### src/rtl/hsc_pkg.sv
package hsc_pkg;

    localparam int CNT_W = 32;

    typedef enum logic [1:0] {
        MODE_QUAD = 2'd0,
        MODE_PDIR = 2'd1,
        MODE_UPDN = 2'd2,
        MODE_INCR = 2'd3
    } in_mode_e;

    typedef struct packed {
        in_mode_e           mode;
        logic               ring_en;
        logic               range_en;
        logic               cmp_en;
        logic [CNT_W-1:0]   ring_max;
        logic [CNT_W-1:0]   cmp_lo;
        logic [CNT_W-1:0]   cmp_hi;
    } cfg_t;

endpackage

### src/rtl/hsc_edge_sync.sv
module hsc_edge_sync #(
    parameter int N_IN   = 2,
    parameter int STAGES = 2
) (
    input  logic            clk,
    input  logic            rst_n,
    input  logic [N_IN-1:0] raw,
    output logic [N_IN-1:0] lvl,
    output logic [N_IN-1:0] tog
);

    genvar gi;
    generate
        for (gi = 0; gi < N_IN; gi++) begin : g_line
            // STAGES synchroniser flops plus one history flop for edge detection
            logic [STAGES:0] sh_d, sh_q;

            always_comb begin
                sh_d = {sh_q[STAGES-1:0], raw[gi]};
            end

            always_ff @(posedge clk or negedge rst_n) begin
                if (!rst_n) sh_q <= '0;
                else        sh_q <= sh_d;
            end

            assign lvl[gi] = sh_q[STAGES-1];
            assign tog[gi] = sh_q[STAGES-1] ^ sh_q[STAGES];
        end
    endgenerate

endmodule

### src/rtl/hsc_decode.sv
module hsc_decode
    import hsc_pkg::*;
(
    input  in_mode_e   mode,
    input  logic [1:0] lvl,   // [0] = A, [1] = B
    input  logic [1:0] tog,
    output logic       up,
    output logic       dn
);

    logic rise_a, rise_b;

    always_comb begin
        rise_a = tog[0] & lvl[0];
        rise_b = tog[1] & lvl[1];
        up = 1'b0;
        dn = 1'b0;
        unique case (mode)
            MODE_QUAD: begin
                // a single line moving is a valid step; both together is invalid
                if (tog[0] && !tog[1]) begin
                    up = lvl[0] ^ lvl[1];
                    dn = ~(lvl[0] ^ lvl[1]);
                end else if (tog[1] && !tog[0]) begin
                    up = ~(lvl[0] ^ lvl[1]);
                    dn = lvl[0] ^ lvl[1];
                end
            end
            MODE_PDIR: begin
                up = rise_a & ~lvl[1];
                dn = rise_a & lvl[1];
            end
            MODE_UPDN: begin
                up = rise_a & ~rise_b;
                dn = rise_b & ~rise_a;
            end
            MODE_INCR: begin
                up = rise_a;
            end
            default: ;
        endcase
    end

endmodule

### src/rtl/hsc_core.sv
module hsc_core #(
    parameter int W = 32
) (
    input  logic         clk,
    input  logic         rst_n,
    input  logic         up,
    input  logic         dn,
    input  logic         load,
    input  logic [W-1:0] load_val,
    input  logic         ring_en,
    input  logic [W-1:0] ring_max,
    output logic [W-1:0] cnt,
    output logic         ovf,
    output logic         udf
);

    localparam logic [W-1:0] CNT_TOP = '1;
    localparam logic [W-1:0] ONE     = W'(1);

    typedef struct packed {
        logic [W-1:0] cnt;
        logic         ovf;
        logic         udf;
    } core_t;

    core_t st_d, st_q;

    always_comb begin
        st_d = st_q;
        if (load) begin
            st_d.cnt = load_val;
            st_d.ovf = 1'b0;
            st_d.udf = 1'b0;
        end else if (up) begin
            if (ring_en)
                st_d.cnt = (st_q.cnt >= ring_max) ? '0 : st_q.cnt + ONE;
            else if (st_q.cnt == CNT_TOP)
                st_d.ovf = 1'b1;
            else
                st_d.cnt = st_q.cnt + ONE;
        end else if (dn) begin
            if (ring_en)
                st_d.cnt = (st_q.cnt == '0 || st_q.cnt > ring_max) ? ring_max : st_q.cnt - ONE;
            else if (st_q.cnt == '0)
                st_d.udf = 1'b1;
            else
                st_d.cnt = st_q.cnt - ONE;
        end
    end

    always_ff @(posedge clk or negedge rst_n) begin
        if (!rst_n) st_q <= '0;
        else        st_q <= st_d;
    end

    assign cnt = st_q.cnt;
    assign ovf = st_q.ovf;
    assign udf = st_q.udf;

    a_r7_hold_top: assert property (@(posedge clk) disable iff (!rst_n)
        (!load && up && !ring_en && cnt == CNT_TOP) |=> (cnt == CNT_TOP && ovf));
    a_r7_hold_zero: assert property (@(posedge clk) disable iff (!rst_n)
        (!load && dn && !up && !ring_en && cnt == '0) |=> (cnt == '0 && udf));
    a_r7_flags_sticky: assert property (@(posedge clk) disable iff (!rst_n)
        (!load && (ovf || udf)) |=> ((ovf || !$past(ovf)) && (udf || !$past(udf))));
    a_r8_wrap_up: assert property (@(posedge clk) disable iff (!rst_n)
        (!load && up && ring_en && cnt == ring_max) |=> (cnt == '0));
    a_r9_load_wins: assert property (@(posedge clk) disable iff (!rst_n)
        load |=> (cnt == $past(load_val) && !ovf && !udf));

endmodule

### src/rtl/hsc_compare.sv
module hsc_compare #(
    parameter int W = 32
) (
    input  logic         clk,
    input  logic         rst_n,
    input  logic [W-1:0] cnt,
    input  logic         en,
    input  logic         range_en,
    input  logic [W-1:0] lo,
    input  logic [W-1:0] hi,
    output logic         irq
);

    typedef struct packed {
        logic zone;
        logic irq;
    } cmp_t;

    cmp_t cs_d, cs_q;
    logic hit;

    always_comb begin
        if (range_en) hit = (cnt >= lo) && (cnt <= hi);
        else          hit = (cnt == lo);
        hit     = hit & en;
        cs_d.zone = hit;
        cs_d.irq  = hit & ~cs_q.zone;   // fire only on entry
    end

    always_ff @(posedge clk or negedge rst_n) begin
        if (!rst_n) cs_q <= '0;
        else        cs_q <= cs_d;
    end

    assign irq = cs_q.irq;

    a_r10_single_pulse: assert property (@(posedge clk) disable iff (!rst_n)
        irq |=> !irq);
    a_r11_no_retrigger: assert property (@(posedge clk) disable iff (!rst_n)
        (irq && $stable(cnt) && $stable(lo) && $stable(hi)) |=> !irq);

endmodule

### src/rtl/pulse_count_unit.sv
module pulse_count_unit
    import hsc_pkg::*;
#(
    parameter int SYNC_STAGES = 2
) (
    input  logic             clk,
    input  logic             rst_n,
    input  logic             in_a,
    input  logic             in_b,
    input  logic             cfg_we,
    input  logic [1:0]       cfg_addr,
    input  logic [31:0]      cfg_wdata,
    input  logic             preset_load,
    input  logic [31:0]      preset_value,
    output logic [31:0]      count,
    output logic             overflow,
    output logic             underflow,
    output logic             irq
);

    localparam int W = CNT_W;

    cfg_t       cfg_d, cfg_q;
    logic [1:0] lvl, tog;
    logic       step_up, step_dn;

    // configuration registers
    always_comb begin
        cfg_d = cfg_q;
        if (cfg_we) begin
            unique case (cfg_addr)
                2'd0: begin
                    cfg_d.mode     = in_mode_e'(cfg_wdata[1:0]);
                    cfg_d.ring_en  = cfg_wdata[2];
                    cfg_d.range_en = cfg_wdata[3];
                    cfg_d.cmp_en   = cfg_wdata[4];
                end
                2'd1: cfg_d.ring_max = cfg_wdata;
                2'd2: cfg_d.cmp_lo   = cfg_wdata;
                2'd3: cfg_d.cmp_hi   = cfg_wdata;
                default: ;
            endcase
        end
    end

    always_ff @(posedge clk or negedge rst_n) begin
        if (!rst_n) begin
            cfg_q          <= '0;
            cfg_q.ring_max <= '1;
        end else begin
            cfg_q <= cfg_d;
        end
    end

    hsc_edge_sync #(.N_IN(2), .STAGES(SYNC_STAGES)) u_sync (
        .clk   (clk),
        .rst_n (rst_n),
        .raw   ({in_b, in_a}),
        .lvl   (lvl),
        .tog   (tog)
    );

    hsc_decode u_dec (
        .mode  (cfg_q.mode),
        .lvl   (lvl),
        .tog   (tog),
        .up    (step_up),
        .dn    (step_dn)
    );

    a_r5_one_direction: assert property (@(posedge clk) disable iff (!rst_n)
        !(step_up && step_dn));
    a_r3_quad_double_edge: assert property (@(posedge clk) disable iff (!rst_n)
        (cfg_q.mode == MODE_QUAD && tog == 2'b11) |-> !(step_up || step_dn));
    a_r6_incr_never_down: assert property (@(posedge clk) disable iff (!rst_n)
        (cfg_q.mode == MODE_INCR) |-> !step_dn);

    hsc_core #(.W(W)) u_core (
        .clk      (clk),
        .rst_n    (rst_n),
        .up       (step_up),
        .dn       (step_dn),
        .load     (preset_load),
        .load_val (preset_value),
        .ring_en  (cfg_q.ring_en),
        .ring_max (cfg_q.ring_max),
        .cnt      (count),
        .ovf      (overflow),
        .udf      (underflow)
    );

    hsc_compare #(.W(W)) u_cmp (
        .clk      (clk),
        .rst_n    (rst_n),
        .cnt      (count),
        .en       (cfg_q.cmp_en),
        .range_en (cfg_q.range_en),
        .lo       (cfg_q.cmp_lo),
        .hi       (cfg_q.cmp_hi),
        .irq      (irq)
    );

endmodule

### config.mk
export PLATFORM = sky130hd
export DESIGN_NAME = pulse_count_unit
export DESIGN_NICKNAME = d
export VERILOG_FILES = /design/src/rtl/hsc_pkg.sv /design/src/rtl/hsc_edge_sync.sv /design/src/rtl/hsc_decode.sv /design/src/rtl/hsc_core.sv /design/src/rtl/hsc_compare.sv /design/src/rtl/pulse_count_unit.sv
export SDC_FILE = /design/constraint.sdc
export NUM_CORES = 1
export LEC_CHECK = 0
export ABC_AREA = 0
export CORE_MARGIN = 4
export CORE_UTILIZATION = 55
export CTS_BUF_LIST = sky130_fd_sc_hd__clkbuf_4
export CTS_CLUSTER_SIZE = 28
export DETAILED_ROUTE_END_ITERATION = 10
export PLACE_DENSITY_LB_ADDON = 0.25
export SYNTH_ARGS = -nofsm -noshare
export SYNTH_HDL_FRONTEND = slang
export SYNTH_HIERARCHICAL = 1
export SYNTH_SLANG_ARGS = --single-unit
### constraint.sdc
create_clock -name clk -period 6.3 [get_ports clk]
set_input_delay 1.26 -clock clk [delete_from_list [all_inputs] [get_ports clk]]
set_output_delay 1.26 -clock clk [all_outputs]
set_load 0.03 [all_outputs]
; Word-level counts from Yosys, hierarchy flattened
; Cells that the tools add are included.
; W data, S select, Z words.
[totals]
mem_bits_ro = 0
latchBits = 0
n_memories = 0
output_inout_bits = 35
register_bits = 143
mem_bits_rw = 0
elab_cells = 92
inputBits = 72
[classes]
n_shift = 0
multipliers = 0
n_lt_le_gt_ge = 4
mux = 23
n_addsub = 2
div_mod_pow = 0
bitwise = 16
n_reduce_logical = 21
eq_ne = 12
[ops]
columns = cell, count
row1 = $mux W32, 8
row2 = $ge A32 B32 Y1, 2
row3 = $mux W34, 1
row4 = $add A32 B1 Y32 const B, 1
row5 = $eq A32 B32 Y1, 1
row6 = $eq A32 B32 Y1 const B, 1
row7 = $gt A32 B32 Y1, 1
row8 = $le A32 B32 Y1, 1
row9 = $logic_not A32 Y1, 1
row10 = $sub A32 B1 Y32 const B, 1
row11 = $mux W1, 12
row12 = $and A1 B1 Y1, 8
row13 = $eq A2 B2 Y1 const B, 4
row14 = $ne A4 B4 Y1 const B, 2
row15 = $reduce_and A2 Y1, 4
row16 = $reduce_bool A2 Y1, 4
row17 = $reduce_and A3 Y1, 2
row18 = $not A1 Y1, 5
row19 = $eq A2 B1 Y1 const B, 2
row20 = $logic_not A2 Y1, 2
row21 = $ne A2 B2 Y1 const B, 2
row22 = $pmux W1 S4, 1
row23 = $reduce_and A4 Y1, 1
row24 = $logic_and A1 B1 Y1, 3
row25 = 5 further kinds, 8

; Depth between registers and ports, before layout
[logic_depth]
word_depth = 9
depth_mapped = 15

; Cells and area by module
; The synthesis kept the hierarchy.
[by_module_without_submodules]
columns = module, area_per_inst_um2, n_inst, cells_per_inst, seq_area_each_um2
row1 = hsc_core, 4105.2, 1, 562, 850.8
row2 = pulse_count_unit, 3910.0, 1, 215, 2567.5
row3 = hsc_compare, 1719.1, 1, 235, 50.0
row4 = hsc_edge_sync, 182.7, 1, 10, 150.1
row5 = hsc_decode, 181.4, 1, 23, 0.0

; Worst setup path before layout
; Ideal clock, no wire load.
[synth_path]
kind = reg2reg
from = register u_core.st_q, in the netlist u_core/cnt[14]
to = register u_core.st_q, in the netlist u_core/cnt[6]
setup_slack_ps = 3279
arrival_time_ps = 2934
n_path_buf = 1
required_time_ps = 6213
path_stages_with_launch = 11
cell_sequence = dfrtp_1 ha_1 nand4_1 or2_2 o22ai_1 or3_1 o211a_1 nor3_1 clkbuf_1 a21oi_1 o211ai_1
[synth_via]
elab_chain_cells = 7
word_cells_on_any_way = 15
classes_between = 2 x order compare / 3 x eq/ne / 7 x mux / 3 x reduce/logical
[synth_rtl]
columns = item, line
row1 = "start, declared", hsc_core.sv:26  ; core_t st_d, st_q;
row2 = "start signal, assigned", hsc_core.sv:53  ; else st_q <= st_d;
row3 = $gt A32 B32 Y1 / $logic_not A32 Y1 (equally long branches), "hsc_core.sv:43, hsc_core.sv:44"
row4 = $logic_or A1 B1 Y1, hsc_core.sv:43  ; st_d.cnt = (st_q.cnt == '0 || st_q.cnt > ring_max) ? ring_max : st_q.cnt - ONE;
row5 = $mux W32, hsc_core.sv:43
row6 = $mux W32, hsc_core.sv:42  ; if (ring_en)
row7 = $mux W32, hsc_core.sv:41  ; end else if (dn) begin
row8 = $mux W32, hsc_core.sv:34  ; end else if (up) begin
row9 = $mux W34, hsc_core.sv:30  ; if (load) begin
; Several ways; a longest one is shown, not always the timed one. The select of a mux whose other input is x is not followed.
; A chain may end at the register's enable or synchronous reset.

; Worst setup path after layout
[layout_path]
from = input port preset_load
to = register u_core.st_q, in the netlist u_core/cnt[9]
[layout_via]
elab_chain_cells = 2
word_cells_on_any_way = 5
classes_between = 2 x eq/ne / 1 x mux / 2 x reduce/logical
[layout_rtl]
columns = item, line
row1 = "start, declared", pulse_count_unit.sv:13  ; input logic preset_load,
row2 = $ne A4 B4 Y1 (no line) / $reduce_bool A3 Y1 (equally long branches), n/a
row3 = $reduce_and A3 Y1 (no line), n/a
; Several ways; a longest one is shown, not always the timed one.

==> summary.txt <==
Status
  • Status: finished clean

CTS
  • Hold buffers post-CTS: 0
  • Reg clk slew, reported paths: 120 ps
  • Sink Count: 143
  • CTS tree: yes
  • Clk_lat worst skew: 570 ps
  • Setup Buffers After CTS: 0
  • Gates resized, CTS repair: 0
  • Htree depth: 4
  • Deepest clock path buffer count: 2
  • Num CTS Buffers: 17
  • CTS Root Cell: clkbuf_4

Critical path
  • Worst path required time: 6790 ps
  • Startpoint Class: input pin
  • Worst Setup End Kind: flop
  • WP data arrival: 4740 ps
  • Worst reg2reg path endpoint: u_core/cnt[22]
  • Worst reg2reg path startpoint: u_core/cnt[15]
  • Worst reg2reg setup slack: 2200 ps
  • R2R cell count: 10
  • Setup crit start: preset_load
  • CP max FO: 37
  • Crit path kind: in2reg

Drt
  • Drt drc: 0
  • Via count: 8,357
  • Iteration-0 DRC Markers: 846
  • Detailed Route WL: 27.5 mm
  • Antenna viol nets, final: 0
  • Pre-Repair DR Iteration Count: 7
  • DR WL/cell: 20.1 um
  • Via density: 6.11

Placement
  • Count of input and output buffers: 106
  • Post-detail-place hpwl: 19.9 mm
  • RD Place Congestion: 0.927

Layout
  • Layout cells sized above 1: 16.9%
  • Post-layout util: 63.3%
  • Fillers: 1,525
  • Layout area overhead: 12.9%
  • Nets: 1,302

Logic synthesis
  • EDFF count, synth: 0
  • Mean Syn Cell Area: 9.66 um^2
  • Mapped Nets: 1,221
  • Ranking of synthesized cells by area: dfrtp_1, ha_1, mux2_2, dfstp_2, inv_1
  • Synth warn: 6
  • Mux contribution to synthesized area: 11.8%
  • Mapped Cells: 1,045
  • Share of the synthesized area in the top cell type: 27.5%
  • Post-synthesis instance area: 10,100 um^2
  • Synth Area in Compound Gates: 12.5%
  • Area share of xor/xnor cells in the synthesized design: 3.54%
  • Most used DFF post-synth: dfrtp_1
  • Cell variety after synth: 74
  • Synth Area in Adders: 12.9%
  • Simple-gate area share of the yosys netlist: 15.8%
  • Post-synth ARST share: 100%
  • Yosys reg bits: 143
  • Largest family of logic cells by synthesized area: simple AND/OR/NAND/NOR gates
  • Most numerous cell in the Yosys netlist: inv_1
  • Yosys top cell by area: dfrtp_1
  • Top cells by count, synth: inv_1, dfrtp_1, ha_1, mux2_2, nand2_1
  • Seq/Total Area, Yosys: 35.8%

STA
  • Layout Skew: 20.8 ps
  • Final Hold Violating Endpoints: 0
  • Final Setup Violations: 0
  • Period utilisation layout: 67.5%
  • Setup_tns: 0 ps
  • Measured slew at the worst slew-check pin: 1220 ps
  • Fin Hold WS: 359 ps
  • RSZ-0062 raised after global routing: false
  • Relative slew slack: 17.8%
  • Tmin final: 4250 ps
  • Max Slew Vio Count: 0
  • Maximum clock frequency: 0.235 GHz

Global route
  • Largest net degree at the start of global routing: 100
  • GR Util All Layers: 27.3%
  • Grt ovf: 0
  • Initial antenna violation count: 2
  • Vias in the first global route: 7,991
  • First-pass GRT wire length: 43.4 mm

Die
  • Die X-Extent: 144 um
  • Ports: 107
  • Placement row count: 49
  • DIE AREA: 20,600 um^2
  • Core ar.: 18,000 um^2
  • Die Y: 144 um
  • Initial Utilization: 56.0%

Pwr
  • Static leakage: 5.05 nW
  • Peak VDD IR: 0.000204 V
  • PD cells: 333 nW/um^2

Flow run
  • Max_cap viols: 0

Min path
  • Hold path cells: 0
  • Hold wc startpoint: u_sync/g_line[1].sh_q[0]
  • Hold Path Class: reg2reg
  • Hold Path End: u_sync/g_line[1].sh_q[1]
[final cells by class]
class / count / area (um^2) / share of cell area, %
inverter: 116 / 435 / 3.82
clock buffer: 22 / 165 / 1.45
tap: 229 / 287 / 2.51
timing repair buffer: 114 / 1120 / 9.84
antenna: 1 / 2.50 / 0.0219
multi-input combinational: 734 / 5720 / 50.2
sequential: 143 / 3620 / 31.7
clock inverter: 9 / 46.3 / 0.406
[worst max-delay path by stage]
stage | end | slack, ps | cells past startpoint
5_1_grt | u_core/cnt[28] | 1960 | 9
6_report | u_core/cnt[9] | 2050 | 9
2_1_floorplan | u_core/cnt[6] | 3280 | 10
3_5_place_dp | u_core/cnt[14] | 1560 | 9
3_3_place_gp | u_core/cnt[19] | 1680 | 9
4_1_cts | u_core/cnt[14] | 2190 | 9
[kinds of logic after synthesis]
group | Yosys count
AO/OA/AOI/OAI | 188
AND/OR/NAND/NOR | 297
XOR/XNOR | 40
adder cells (fa/ha/maj) | 104
multiplexers | 105
buffers and inverters | 168
flip-flops | 143
[report_power, final]
group	total [mW]	internal, mW	leakage [nW]	switching (mW)
clock	0.504	0.169	0.122	0.336
sequential	1.52	1.14	1.65	0.374
combinational	1.77	0.792	3.27	0.980
[through the flow]
step | power [mW] | cell area (um^2) | setup WS (ps) | cells
3_5_place_dp | 3.26 | 11200 | 1560 | 1336
2_1_floorplan | 2.68 | 10100 | 3280 | 1045
3_3_place_gp | 3.21 | 11200 | 1680 | 1336
5_1_grt | 4.09 | 11400 | 1960 | 1368
6_report | 3.79 | 11400 | 2050 | 1368
4_1_cts | 3.78 | 11400 | 2190 | 1367
[critical path, stage by stage]
cell and delay (ps):
clkdlybuf4s50_1 1120, nor4bb_1 120, and3_1 220, and4_1 220, a211o_1 310, buf_4 280, nor3_2 850, o211ai_1 210
o211ai_1 150
[flip-flops by register name, indices dropped and copies added (netlist names)]
| signal | cells |
|---|---|
| u_core/udf | 1 |
| cfg_q | 101 |
| u_core/cnt | 32 |
| u_cmp/irq | 1 |
| u_sync/g_line.sh_q | 6 |
| u_core/ovf | 1 |
| u_cmp/cs_q | 1 |
[placed cells by master, fill, tap and decap left out, types with 4 or more instances in the layout]
| master | instances |
|---|---|
| mux2i_1 | 4 |
| xor2_1 | 9 |
| inv_1 | 116 |
| nor3_1 | 25 |
| o211ai_1 | 33 |
| a22oi_1 | 18 |
| xnor2_1 | 30 |
| nor4_1 | 18 |
| mux2_2 | 95 |
| buf_4 | 8 |
| nand2_1 | 82 |
| a221oi_1 | 10 |
| a21o_1 | 7 |
| nand4_1 | 33 |
| dfrtp_1 | 111 |
| clkbuf_4 | 22 |
| and3_1 | 7 |
| a222oi_1 | 6 |
| clkdlybuf4s50_1 | 105 |
| nor2b_1 | 8 |
| dfstp_2 | 32 |
| mux2_4 | 4 |
| or3_1 | 9 |
| ha_1 | 104 |
| nand3_1 | 31 |
| o21ai_0 | 20 |
| clkinv_2 | 4 |
| a21oi_1 | 58 |
| nor2_1 | 48 |
[per-layer routing]
| metal | vias to the layer above | global-route usage (%) | wire [um] |
|---|---|---|---|
| met5 | - | 0 | 17 |
| met4 | 2 | 9.12 | 635 |
| met3 | 42 | 5.39 | 1890 |
| met2 | 347 | 44.0 | 13200 |
| met1 | 4033 | 37.0 | 11700 |
| li1 | 3933 | - | - |
Power figures use the tool's default switching activity.
